## src/rtl/bta_pkg.sv

```systemverilog
package bta_pkg;
    typedef enum logic [1:0] {
        ST_IDLE = 2'd0,
        ST_TURN = 2'd1,
        ST_KEEP = 2'd2
    } bta_state_t;
endpackage

```

## src/rtl/bta_count_sel.sv

```systemverilog
module bta_count_sel #(
    parameter int NUM_CS = 8,
    parameter int CNT_W  = 4,
    localparam int CS_W  = $clog2(NUM_CS)
) (
    input  logic [NUM_CS*CNT_W-1:0] turn_cnt,
    input  logic [CS_W-1:0]         cs,
    output logic [CNT_W-1:0]        gap
);
    logic [CNT_W-1:0] slice [NUM_CS];

    for (genvar k = 0; k < NUM_CS; k++) begin : g_slice
        assign slice[k] = turn_cnt[k*CNT_W +: CNT_W];
    end

    assign gap = slice[cs];
endmodule

```

## src/rtl/bta_timer.sv

```systemverilog
module bta_timer #(
    parameter int CNT_W = 4
) (
    input  logic             clk,
    input  logic             rst_n,
    input  logic             load,
    input  logic [CNT_W-1:0] load_val,
    output logic             last
);
    logic [CNT_W-1:0] cnt_q;

    always_ff @(posedge clk or negedge rst_n) begin
        if (!rst_n)
            cnt_q <= '0;
        else if (load)
            cnt_q <= load_val;
        else if (cnt_q != '0)
            cnt_q <= cnt_q - 1'b1;
    end

    assign last = (cnt_q == CNT_W'(1));
endmodule

```

## src/rtl/bus_turnaround_gap.sv

```systemverilog
module bus_turnaround_gap
    import bta_pkg::*;
#(
    parameter int NUM_CS = 8,
    parameter int CNT_W  = 4,
    localparam int CS_W  = $clog2(NUM_CS)
) (
    input  logic                    clk,
    input  logic                    rst_n,
    input  logic                    acc_end,
    input  logic [CS_W-1:0]         end_cs,
    input  logic                    end_rd,
    input  logic [NUM_CS*CNT_W-1:0] turn_cnt,
    input  logic                    req,
    output logic                    start,
    output logic                    ready,
    output logic                    dir_out,
    output logic                    bus_keep
);
    bta_state_t       state_q, state_d;
    logic [CNT_W-1:0] sel_gap;
    logic             gap_load;
    logic             gap_last;

    bta_count_sel #(.NUM_CS(NUM_CS), .CNT_W(CNT_W)) u_sel (
        .turn_cnt (turn_cnt),
        .cs       (end_cs),
        .gap      (sel_gap)
    );

    assign gap_load = acc_end && end_rd && (sel_gap != '0);

    bta_timer #(.CNT_W(CNT_W)) u_timer (
        .clk      (clk),
        .rst_n    (rst_n),
        .load     (gap_load),
        .load_val (sel_gap),
        .last     (gap_last)
    );

    always_comb begin
        state_d = state_q;
        if (gap_load)
            state_d = ST_TURN;
        else if (acc_end)
            state_d = ST_KEEP;
        else if (state_q == ST_TURN && gap_last)
            state_d = ST_KEEP;
    end

    always_ff @(posedge clk or negedge rst_n) begin
        if (!rst_n)
            state_q <= ST_IDLE;
        else
            state_q <= state_d;
    end

    always_comb begin
        ready    = 1'b1;
        dir_out  = 1'b1;
        bus_keep = 1'b0;
        unique case (state_q)
            ST_IDLE: begin
                ready    = 1'b1;
                dir_out  = 1'b1;
                bus_keep = 1'b0;
            end
            ST_TURN: begin
                ready    = 1'b0;
                dir_out  = 1'b0;
                bus_keep = 1'b0;
            end
            ST_KEEP: begin
                ready    = 1'b1;
                dir_out  = 1'b1;
                bus_keep = 1'b1;
            end
            default: begin
                ready    = 1'b1;
                dir_out  = 1'b1;
                bus_keep = 1'b0;
            end
        endcase
    end

    assign start = req && ready;
endmodule

```

## config.mk

```make
export PLATFORM = sky130hd
export DESIGN_NAME = bus_turnaround_gap
export DESIGN_NICKNAME = d
export VERILOG_FILES = /design/src/rtl/bta_pkg.sv /design/src/rtl/bta_count_sel.sv /design/src/rtl/bta_timer.sv /design/src/rtl/bus_turnaround_gap.sv
export SDC_FILE = /design/constraint.sdc
export NUM_CORES = 1
export LEC_CHECK = 0
export BUFFER_PORTS_ARGS = -buffer_cell sky130_fd_sc_hd__buf_2
export CORE_MARGIN = 2
export CORE_UTILIZATION = 44
export DETAILED_ROUTE_END_ITERATION = 10
export HOLD_SLACK_MARGIN = 0.1
export PLACE_DENSITY = 0.83
export SLEW_MARGIN = 20
export SYNTH_ARGS = -nofsm -noshare
export SYNTH_HDL_FRONTEND = slang
export SYNTH_SLANG_ARGS = --single-unit
```

## constraint.sdc

```tcl
create_clock -name clk -period 3.2 [get_ports clk]
set_clock_uncertainty 0.2 [all_clocks]
set_input_delay 0.16 -clock clk [delete_from_list [all_inputs] [get_ports clk]]
set_output_delay 0.16 -clock clk [all_outputs]
set_load 0.01 [all_outputs]
```

==> results of run 1 <==
worst max path at each step:
stage | endpoint | slack (ns) | depth (start not counted)
floorplan | u_timer.cnt_q[1] | 1.53 | 5
global placement | state_q[1] | 1.40 | 5
detailed placement | state_q[1] | 1.38 | 5
CTS | u_timer.cnt_q[0] | 1.40 | 5
global route | u_timer.cnt_q[1] | 1.28 | 5
finish | u_timer.cnt_q[0] | 1.40 | 5
state kept, by name, indices dropped and copies added, names as in the netlist:
register / cells
u_timer.cnt_q: 4
state_q: 2
critical path: cells and delay by family, from the launching register on:
family / cells / cell delay, ns
AOI/OAI and AO/OA: 1 / 0.10
xor gates and xnor gates: 1 / 0.19
adders and majority gates: 1 / 0.19
buffers and inverters: 1 / 0.10
DFF: 1 / 0.41
and+or+nand+nor: 1 / 0.49
metal layers:
layer / global-route usage (%) / wire length (um) / up-vias / part of all wire, %
met3: 0.426 / 138 / 2 / 9.9
met4: 9.09 / 17 / 0 / 1.2
met2: 31.6 / 739 / 45 / 53
met5: 0 / 0 / - / 0
met1: 16.9 / 505 / 287 / 36
li1: - / - / 312 / -
cell families (layout without fill, tap and decap cells):
| logic type | count (synthesis) | count (layout) |
|---|---|---|
| AO/OA/AOI/OAI | 14 | 14 |
| multiplexers | 13 | 13 |
| AND/OR/NAND/NOR | 11 | 11 |
| buffers and inverters | 7 | 52 |
| flip-flops | 6 | 6 |
| adder cells (fa/ha/maj) | 3 | 3 |
| XOR/XNOR | 1 | 1 |
cell usage in the layout, fill, tap and decap left out, drive strengths merged, types with 2 or more instances in the layout:
cell | Yosys | layout
clkbuf | 1 | 3
nand2 | 2 | 2
a21oi | 2 | 2
mux2i | 5 | 5
nand2b | 2 | 2
a31oi | 4 | 4
mux4 | 8 | 8
dfrtp | 6 | 6
o22ai | 4 | 4
o21ai | 2 | 2
dlygate4sd3 | 0 | 3
ha | 3 | 3
buf | 3 | 43
inv | 3 | 3
per-stage QoR:
step | hold slack, ns | area [sq um] | total power [mW] | util, % | instances
3_3_place_gp | -0.213 | 883 | 0.351 | 60.0 | 110
2_1_floorplan | -0.336 | 676 | 0.301 | - | 55
5_1_grt | 0.214 | 936 | 0.470 | 63.6 | 116
6_report | 0.187 | 936 | 0.428 | 63.6 | 116
3_5_place_dp | -0.213 | 883 | 0.359 | 60.0 | 110
4_1_cts | 0.175 | 936 | 0.432 | 63.6 | 116
cell type report:
| cell class | count | area [sq um] | share of cell area (%) |
|---|---|---|---|
| Multi-Input combinational cell | 42 | 487 | 52.0 |
| Timing Repair Buffer | 46 | 245 | 26.2 |
| Sequential cell | 6 | 150 | 16.0 |
| Clock buffer | 3 | 22.5 | 2.41 |
| Tap cell | 16 | 20.0 | 2.14 |
| Inverter | 3 | 11.3 | 1.20 |
power groups by stage:
stage          Combinational (mW)  Sequential [mW]  Clock [mW]
6_report                    0.220            0.140      0.0680
5_1_grt                     0.250            0.144      0.0749
4_1_cts                     0.223            0.139      0.0704
3_5_place_dp                0.219            0.140           0
3_3_place_gp                0.214            0.137           0
2_1_floorplan               0.169            0.132           0
what timing repair did:
action,CTS,global route
setup endpoints to repair,0,0
hold endpoints to repair,8,0
hold buffers,3,0
==> impl_metrics.env, run 1 <==
export IMPL_status="finished, final reports clean"
export IMPL_clockBufferDepth=2
export IMPL_cts_htree_levels=1
export IMPL_first_pass_iters=4
export IMPL_holdPathStages=3
export IMPL_critPathLaunchType="flip-flop"
export IMPL_drc=0
export IMPL_crit_fanout=4
export IMPL_synth_cell_types=27
export IMPL_slowest_stage="or3b_2"
export IMPL_drt_total_wl_um=1400
export IMPL_worstHoldPathType="in -> reg"
export IMPL_clkTransAtPathRegs_ns=0.04
export IMPL_drv_slew=0
export IMPL_seqPwrFrac_pct=32.6
export IMPL_cts_tree="built"
export IMPL_finalCriticalPeriod_ns=1.80
export IMPL_synth_area_mux_share_pct=41.5
export IMPL_synth_compound_gate_area_share_pct=13.1
export IMPL_synthAdderAreaFrac_pct=5.56
export IMPL_grt_usage_pct=16.3
export IMPL_worstMarginPinSlew_ns=0.282
export IMPL_ant_nets=0
export IMPL_power_density_mw_per_mm2=457
export IMPL_io_buffers=43
export IMPL_ys_seq_area_share_pct=22.2
export IMPL_setup_viol_count_final=0
export IMPL_hold_viol=0
export IMPL_antenna_found_initial=0
export IMPL_clkPwrFrac_pct=15.9
export IMPL_post_cts_buffers=0
export IMPL_fp_dieH_um=43.2
export IMPL_irDropWorstVdd_mv=0.223
export IMPL_arrival_ns=1.72
export IMPL_ys_top_cells_by_area="mux4_2 (27%), dfrtp_1 (22%), mux2i_4 (13%), ha_1 (5.6%), a31oi_1 (3.7%)"
export IMPL_cts_repair_resized=0
export IMPL_start_util_pct=45.9
export IMPL_routedWlPerCell_um=12.1
export IMPL_final_setup_tns_ns=0
export IMPL_fill_cells=135
export IMPL_cp_end_kind="flip-flop"
export IMPL_post_place_ws_ns=1.38
export IMPL_r2r_slack_ns=1.40
export IMPL_grt_max_degree=10
export IMPL_internal_power_mw=0.268
export IMPL_grt_pass1_vias=637
export IMPL_regToRegEndpoint="u_timer.cnt_q[0]"
export IMPL_hpwl_um=1250
export IMPL_synth_seq_cells=6
export IMPL_synth_edf_count=0
export IMPL_reg2regPathDepth=5
export IMPL_rsz0062_at_grt="false"
export IMPL_path_class="reg -> reg"
export IMPL_synthToLayoutAreaGrowth_pct=38.5
export IMPL_fin_nets=145
export IMPL_power_switching_share_pct=37.3
export IMPL_clk_latency_ns=0.24
export IMPL_clockRootBuffer="clkbuf_4"
export IMPL_yosys_warnings=0
export IMPL_gp_congestion=0.751
export IMPL_fp_row_count=14
export IMPL_comb_power_share_pct=51.5
export IMPL_p_leak_nw=0.429
export IMPL_period_share_pct=56.2
export IMPL_grt_overflow_total=0
export IMPL_antenna_cells=0
export IMPL_ios=44
export IMPL_crit_path_cell_trace="inv_1 > ha_1 > or3b_2 > xnor2_1 > o22ai_1"
export IMPL_syn_inst=55
export IMPL_synth_common_cells="mux4_2 (8), dfrtp_1 (6), a31oi_1 (4), mux2i_4 (4), o22ai_1 (4)"
export IMPL_critPathLaunch="u_timer.cnt_q[0]"
export IMPL_rr_startpoint="u_timer.cnt_q[0]"
export IMPL_fmax_mhz=556
export IMPL_drtIter0Drc=6
export IMPL_synthMostInstantiatedCell="mux4_2"
export IMPL_coreArea_sq_mm=0.00147
export IMPL_syn_area_sq_um=676
export IMPL_slew_headroom_pct=80.9
export IMPL_grt_first_pass_wirelength_um=2300
export IMPL_synth_nets=98
export IMPL_synth_xor_area_share_pct=1.30
export IMPL_die_x_um=43.2
export IMPL_synth_flop_cell="dfrtp_1"
export IMPL_required_ns=3.12
export IMPL_synth_top_family_by_area="multiplexers"
export IMPL_clock_sinks=6
export IMPL_synth_top_area_share_pct=26.7
export IMPL_cpPeakStageDelay_ns=0.49
export IMPL_avgSynthCellArea_sq_um=12.3
export IMPL_drive_above_1_share_pct=59.0
export IMPL_die_area_sq_mm=0.00186
export IMPL_fin_ws_ns=1.40
export IMPL_synthArstFlopShare_pct=100
export IMPL_switchingPower_mw=0.160
export IMPL_maxCapViolations=0
export IMPL_cts_buffers=3
export IMPL_hold_end="u_timer.cnt_q[2]"
export IMPL_hold_start="end_rd"
export IMPL_viasPerCell=5.57
export IMPL_num_vias=646
export IMPL_synthSimpleGateAreaFrac_pct=10.6
export IMPL_synth_area_leader_cell="mux4_2"
Power figures use the tool's default switching activity.
==> run 2, diff against run 1 <==
--- a/config.mk
+++ b/config.mk
@@ -7,10 +7,10 @@
 export LEC_CHECK = 0
 export BUFFER_PORTS_ARGS = -buffer_cell sky130_fd_sc_hd__buf_2
 export CORE_MARGIN = 2
-export CORE_UTILIZATION = 44
+export CORE_UTILIZATION = 37
 export DETAILED_ROUTE_END_ITERATION = 10
 export HOLD_SLACK_MARGIN = 0.1
-export PLACE_DENSITY = 0.83
+export PLACE_DENSITY = 0.75
 export SLEW_MARGIN = 20
 export SYNTH_ARGS = -nofsm -noshare
 export SYNTH_HDL_FRONTEND = slang
==> constraint.sdc (replaced) <==
create_clock -name clk -period 1.5 [get_ports clk]
set_clock_uncertainty 0.2 [all_clocks]
set_input_delay 0.075 -clock clk [delete_from_list [all_inputs] [get_ports clk]]
set_output_delay 0.075 -clock clk [all_outputs]
set_load 0.01 [all_outputs]
==> run 2 against run 1 <==
Via count grew 5.6%. Routed wire length increased by 28%. Critical path depth did not move. Highest routed layer is now met3. Critical path type unchanged. Die area rose by 17%. The flow now finishes with violations (setup timing).
==> impl_metrics.env, run 2 (synthesis results as in run 1) <==
export IMPL_hold_start="end_cs[1]"
export IMPL_final_util_pct=63.0
export IMPL_critPathLaunchType="flip-flop"
export IMPL_reg_largest_list="u_timer.cnt_q (4), state_q (2)"
export IMPL_setup_viol_count_final=3
export IMPL_irDropWorstVdd_mv=0.472
export IMPL_critPathLaunch="u_timer.cnt_q[0]"
export IMPL_fp_dieH_um=46.7
export IMPL_grt_overflow_total=0
export IMPL_finalCriticalPeriod_ns=1.57
export IMPL_clock_sinks=6
export IMPL_hpwl_um=1390
export IMPL_cts_buffers=3
export IMPL_drt_total_wl_um=1790
export IMPL_routedWlPerCell_um=13.2
export IMPL_grt_max_degree=10
export IMPL_r2r_slack_ns=-0.07
export IMPL_clkTransAtPathRegs_ns=0.05
export IMPL_worstMarginPinSlew_ns=0.287
export IMPL_fin_nets=155
export IMPL_first_pass_iters=3
export IMPL_io_buffers=43
export IMPL_fp_row_count=15
export IMPL_drv_slew=0
export IMPL_num_vias=682
export IMPL_drive_above_1_share_pct=71.8
export IMPL_status="complete, but fails checks"
export IMPL_antenna_cells=0
export IMPL_failed_checks="setup timing"
export IMPL_clockBufferDepth=2
export IMPL_synthToLayoutAreaGrowth_pct=61.1
export IMPL_crit_fanout=3
export IMPL_p_leak_nw=0.489
export IMPL_cts_htree_levels=1
export IMPL_final_common_cell="buf_2"
export IMPL_path_class="reg -> reg"
export IMPL_fin_ws_ns=-0.0664
export IMPL_rsz0062_at_grt="true"
export IMPL_grt_usage_pct=17.1
export IMPL_most_common_layout_cells="buf_2 (42), buf_4 (10), mux4_2 (8)"
export IMPL_hold_end="u_timer.cnt_q[1]"
export IMPL_hold_viol=0
export IMPL_reg2regPathDepth=5
export IMPL_ant_nets=0
export IMPL_regMostFlops="u_timer.cnt_q"
export IMPL_largest_reg_flops=4
export IMPL_clk_latency_ns=0.24
export IMPL_clockRootBuffer="clkbuf_4"
export IMPL_drc=0
export IMPL_coreArea_sq_mm=0.00173
export IMPL_worstHoldPathType="in -> reg"
export IMPL_die_area_sq_mm=0.00218
export IMPL_start_util_pct=39.1
export IMPL_fill_cells=157
export IMPL_die_x_um=46.7
export IMPL_holdPathStages=3
export IMPL_antenna_found_initial=0
export IMPL_post_place_ws_ns=-0.250
export IMPL_fmax_mhz=638
export IMPL_cts_tree="built"
export IMPL_cp_end_kind="flip-flop"
export IMPL_gp_congestion=0.734
export IMPL_rr_startpoint="u_timer.cnt_q[0]"
export IMPL_period_share_pct=104
export IMPL_totalPowerFinal_mw=1.27
export IMPL_viasPerCell=5.05
export IMPL_slew_headroom_pct=80.6
export IMPL_ios=44
export IMPL_arrival_ns=1.49
export IMPL_required_ns=1.42
export IMPL_drtIter0Drc=11
export IMPL_maxCapViolations=0
export IMPL_grt_first_pass_wirelength_um=2660
export IMPL_power_density_mw_per_mm2=1160
export IMPL_grt_pass1_vias=666
export IMPL_regToRegEndpoint="u_timer.cnt_q[1]"
run 2: cell types whose count changed in the layout (fill, tap and decap cells not counted), sizes merged:
cell         change
buf              +9
dlygate4sd3      +1
run 2: critical path, stage by stage, from the launching register on:
cell	delay [ns]
dfrtp_1	0.38
inv_2	0.08
ha_4	0.13
or3b_4	0.41
o21ai_2	0.15
o22ai_1	0.09
run 2: routing by layer:
metal	track usage [%]	wire length (um)	up-vias
li1	-	-	333
met1	20.4	667	309
met2	32.8	1000	40
met3	0	118	0
met4	6.67	0	0
met5	0	0	-
run 2: worst max path at each step:
stage	endpoint	slack, ns	cells past startpoint
after floorplan	u_timer.cnt_q[0]	-0.07	5
after global placement	state_q[0]	-0.19	5
after detailed placement	state_q[0]	-0.25	5
after CTS	u_timer.cnt_q[0]	-0.08	5
after global routing	u_timer.cnt_q[0]	-0.11	5
final	u_timer.cnt_q[1]	-0.07	5
run 2: layout make-up:
type	count	area (sq um)	share of cell area, %
Timing Repair Buffer	56	325	29.9
Sequential cell	6	150	13.8
Tap cell	25	31.3	2.87
Inverter	3	11.3	1.03
Multi-Input combinational cell	42	548	50.3
Clock buffer	3	22.5	2.07
run 2: power breakdown:
| group | total (mW) | internal, mW | leakage (nW) | switching (mW) |
|---|---|---|---|---|
| logic | 0.832 | 0.455 | 0.404 | 0.377 |
| registers | 0.287 | 0.226 | 0.0711 | 0.0603 |
| clock network | 0.149 | 0.0905 | 0.0138 | 0.0585 |
| total | 1.27 | 0.772 | 0.489 | 0.496 |
run 2: what timing repair did:
item,in CTS,in global routing
hold buffers,4,0
hold endpoints to repair,9,0
pin swaps,3,2
gates cloned,0,0
setup endpoints to repair,2,6
resized for setup,8,7
buffers inserted,1,1
run 2: stage by stage:
step,cells,cell area [sq um],hold WS [ns],setup TNS (ns)
finish,135,1090,0.198,-0.138
global route,135,1090,0.226,-0.291
CTS,135,1060,0.202,-0.156
detailed placement,127,957,-0.295,-1.06
global placement,127,957,-0.300,-0.821
floorplan,55,678,-0.421,-0.115
==> run 3, diff against run 2 <==
--- a/config.mk
+++ b/config.mk
@@ -6,11 +6,13 @@
 export NUM_CORES = 1
 export LEC_CHECK = 0
 export BUFFER_PORTS_ARGS = -buffer_cell sky130_fd_sc_hd__buf_2
+export CELL_PAD_IN_SITES_DETAIL_PLACEMENT = 1
+export CELL_PAD_IN_SITES_GLOBAL_PLACEMENT = 1
 export CORE_MARGIN = 2
-export CORE_UTILIZATION = 37
+export CORE_UTILIZATION = 27
 export DETAILED_ROUTE_END_ITERATION = 10
 export HOLD_SLACK_MARGIN = 0.1
-export PLACE_DENSITY = 0.75
+export PLACE_DENSITY_LB_ADDON = 0.1
 export SLEW_MARGIN = 20
 export SYNTH_ARGS = -nofsm -noshare
 export SYNTH_HDL_FRONTEND = slang
==> run 3 against run 2 <==
The run still ends with setup timing left. Maximum frequency is 2.0% higher. Combinational power is 2% lower. First-iteration DRC count is 45% lower. Final area is 0.69% lower. Flip-flop and latch count stayed put. Clock-buffer cell count stayed put. Critical path depth stayed put. Sequential share of layout area is 0.096 points higher. Sequential power is 7% lower. Critical path type unchanged.
==> impl_metrics.env, run 3 (synthesis results as in run 1) <==
export IMPL_fin_area_sq_mm=0.00108
export IMPL_grt_usage_pct=14.8
export IMPL_seqPwrFrac_pct=21.7
export IMPL_grt_max_degree=10
export IMPL_drc=0
export IMPL_totalPowerFinal_mw=1.24
export IMPL_antenna_cells=0
export IMPL_first_pass_iters=2
export IMPL_cpPeakStageDelay_ns=0.40
export IMPL_cts_htree_levels=1
export IMPL_post_cts_buffers=0
export IMPL_fill_cells=291
export IMPL_antenna_found_initial=0
export IMPL_dp_cells=133
export IMPL_fin_ws_ns=-0.0359
export IMPL_irDropWorstVdd_mv=0.713
export IMPL_clk_latency_ns=0.25
export IMPL_drv_slew=0
export IMPL_grt_overflow_total=0
export IMPL_gp_congestion=0.698
export IMPL_cp_end_kind="flip-flop"
export IMPL_regMostFlops="u_timer.cnt_q"
export IMPL_hold_viol=0
export IMPL_failed_checks="setup timing"
export IMPL_io_buffers=43
export IMPL_final_common_cell="buf_2"
export IMPL_grt_pass1_vias=744
export IMPL_routedWlPerCell_um=13.2
export IMPL_power_switching_share_pct=36.9
export IMPL_fmax_mhz=651
export IMPL_drive_above_1_share_pct=71.6
export IMPL_drt_total_wl_um=1830
export IMPL_ant_nets=0
export IMPL_required_ns=1.42
export IMPL_multiInputGateArea_sq_um=544
export IMPL_finalCriticalPeriod_ns=1.54
export IMPL_crit_buf_inv=1
export IMPL_power_density_mw_per_mm2=1140
export IMPL_start_util_pct=27.8
export IMPL_slew_headroom_pct=81.8
export IMPL_reg_largest_list="u_timer.cnt_q (4), state_q (2)"
export IMPL_worstHoldPathType="in -> reg"
export IMPL_status="complete, but fails checks"
export IMPL_fp_dieH_um=54.0
export IMPL_synthToLayoutAreaGrowth_pct=60.0
export IMPL_drtIter0Drc=6
export IMPL_fp_row_count=18
export IMPL_seq_area_sq_um=150
export IMPL_cts_buffers=3
export IMPL_clockBufferDepth=2
export IMPL_critPathLaunchType="flip-flop"
export IMPL_worstMarginPinSlew_ns=0.270
export IMPL_dpl_instance_area_sq_um=971
export IMPL_slowest_stage="or3b_4"
export IMPL_post_place_ws_ns=-0.253
export IMPL_viasPerCell=4.91
export IMPL_cts_tree="built"
export IMPL_largest_reg_flops=4
export IMPL_final_util_pct=44.4
export IMPL_coreArea_sq_mm=0.00243
export IMPL_crit_path_cell_trace="inv_2 > ha_4 > or3b_4 > xnor2_2 > o22ai_1"
export IMPL_crit_fanout=3
export IMPL_final_setup_tns_ns=-0.0527
export IMPL_ios=44
export IMPL_comb_power_share_pct=66.0
export IMPL_clkPwrFrac_pct=12.3
export IMPL_fin_nets=154
export IMPL_grt_first_pass_wirelength_um=2990
export IMPL_die_x_um=54.0
export IMPL_p_leak_nw=0.488
export IMPL_path_class="reg -> reg"
export IMPL_rsz0062_at_grt="true"
export IMPL_setup_viol_count_final=2
export IMPL_die_area_sq_mm=0.00292
export IMPL_maxCapViolations=0
export IMPL_period_share_pct=102
export IMPL_num_vias=683
export IMPL_clockRootBuffer="clkbuf_4"
export IMPL_arrival_ns=1.46
export IMPL_final_cell_count_no_fill=139
export IMPL_most_common_layout_cells="buf_2 (42), buf_4 (10), mux4_2 (8)"
export IMPL_clock_sinks=6
export IMPL_critPathTopFamily="simple AND/OR/NAND/NOR gates"
export IMPL_internal_power_mw=0.779
export IMPL_switchingPower_mw=0.456
export IMPL_clkTransAtPathRegs_ns=0.04
export IMPL_hold_slack_ns=0.103
==> run 3: cell types whose count changed in the layout (fill, tap and decap cells not counted) <==
cell | before | now
ha_2 | 0 | 1
dlygate4sd3_1 | 4 | 3
nor4bb_2 | 1 | 0
nand2_1 | 1 | 2
nor4bb_4 | 0 | 1
ha_4 | 2 | 1
nand2_2 | 1 | 0
==> run 3: worst paths after layout <==
| kind | slack [ns] | endpoint | cells past startpoint | start |
|---|---|---|---|---|
| hold reg to reg | 0.37 | state_q[1] | 1 | state_q[1] |
| hold / removal | 0.10 | u_timer.cnt_q[1] | 3 | end_rd |
| max in group asynchronous | 0.34 | u_timer.cnt_q[2] | 3 | rst_n |
| min in group asynchronous | 0.55 | u_timer.cnt_q[3] | 3 | rst_n |
| setup / recovery | -0.04 | u_timer.cnt_q[0] | 5 | u_timer.cnt_q[1] |
| setup reg to reg | -0.04 | u_timer.cnt_q[0] | 5 | u_timer.cnt_q[1] |
==> run 3: area by class of cell <==
cell class                 instances  area share [%]
inverter                           3            1.04
clock buffer                       3            2.08
multi-input combinational         42            50.3
sequential                         6            13.9
tap                               30            3.47
timing repair buffer              55            29.2
==> run 3: routing by layer <==
metal	GRT usage (%)	vias to the layer above	part of all wire, %
met1	13.0	317	36
met3	3.33	3	7.5
met2	29.7	34	55
li1	-	329	-
met4	8.75	0	1.5
met5	0	-	0
==> run 3: power by group through the flow <==
| stage | Sequential (mW) | Combinational (mW) | Clock [mW] |
|---|---|---|---|
| global route | 0.279 | 0.900 | 0.164 |
| detailed placement | 0.265 | 0.683 | 0 |
| floorplan | 0.283 | 0.371 | 0 |
| finish | 0.268 | 0.815 | 0.152 |
| CTS | 0.267 | 0.768 | 0.160 |
| global placement | 0.264 | 0.672 | 0 |
==> run 3: what timing repair did <==
item | CTS | global route
resized for setup | 6 | 8
hold buffers | 3 | 0
setup endpoints to repair | 2 | 5
hold endpoints to repair | 8 | 0
pin swaps | 3 | 2
==> run 3: worst min-delay path, stage by stage <==
cell and delay, ns:
buf_2 0.09, nand2_1 0.22, o22ai_1 0.11
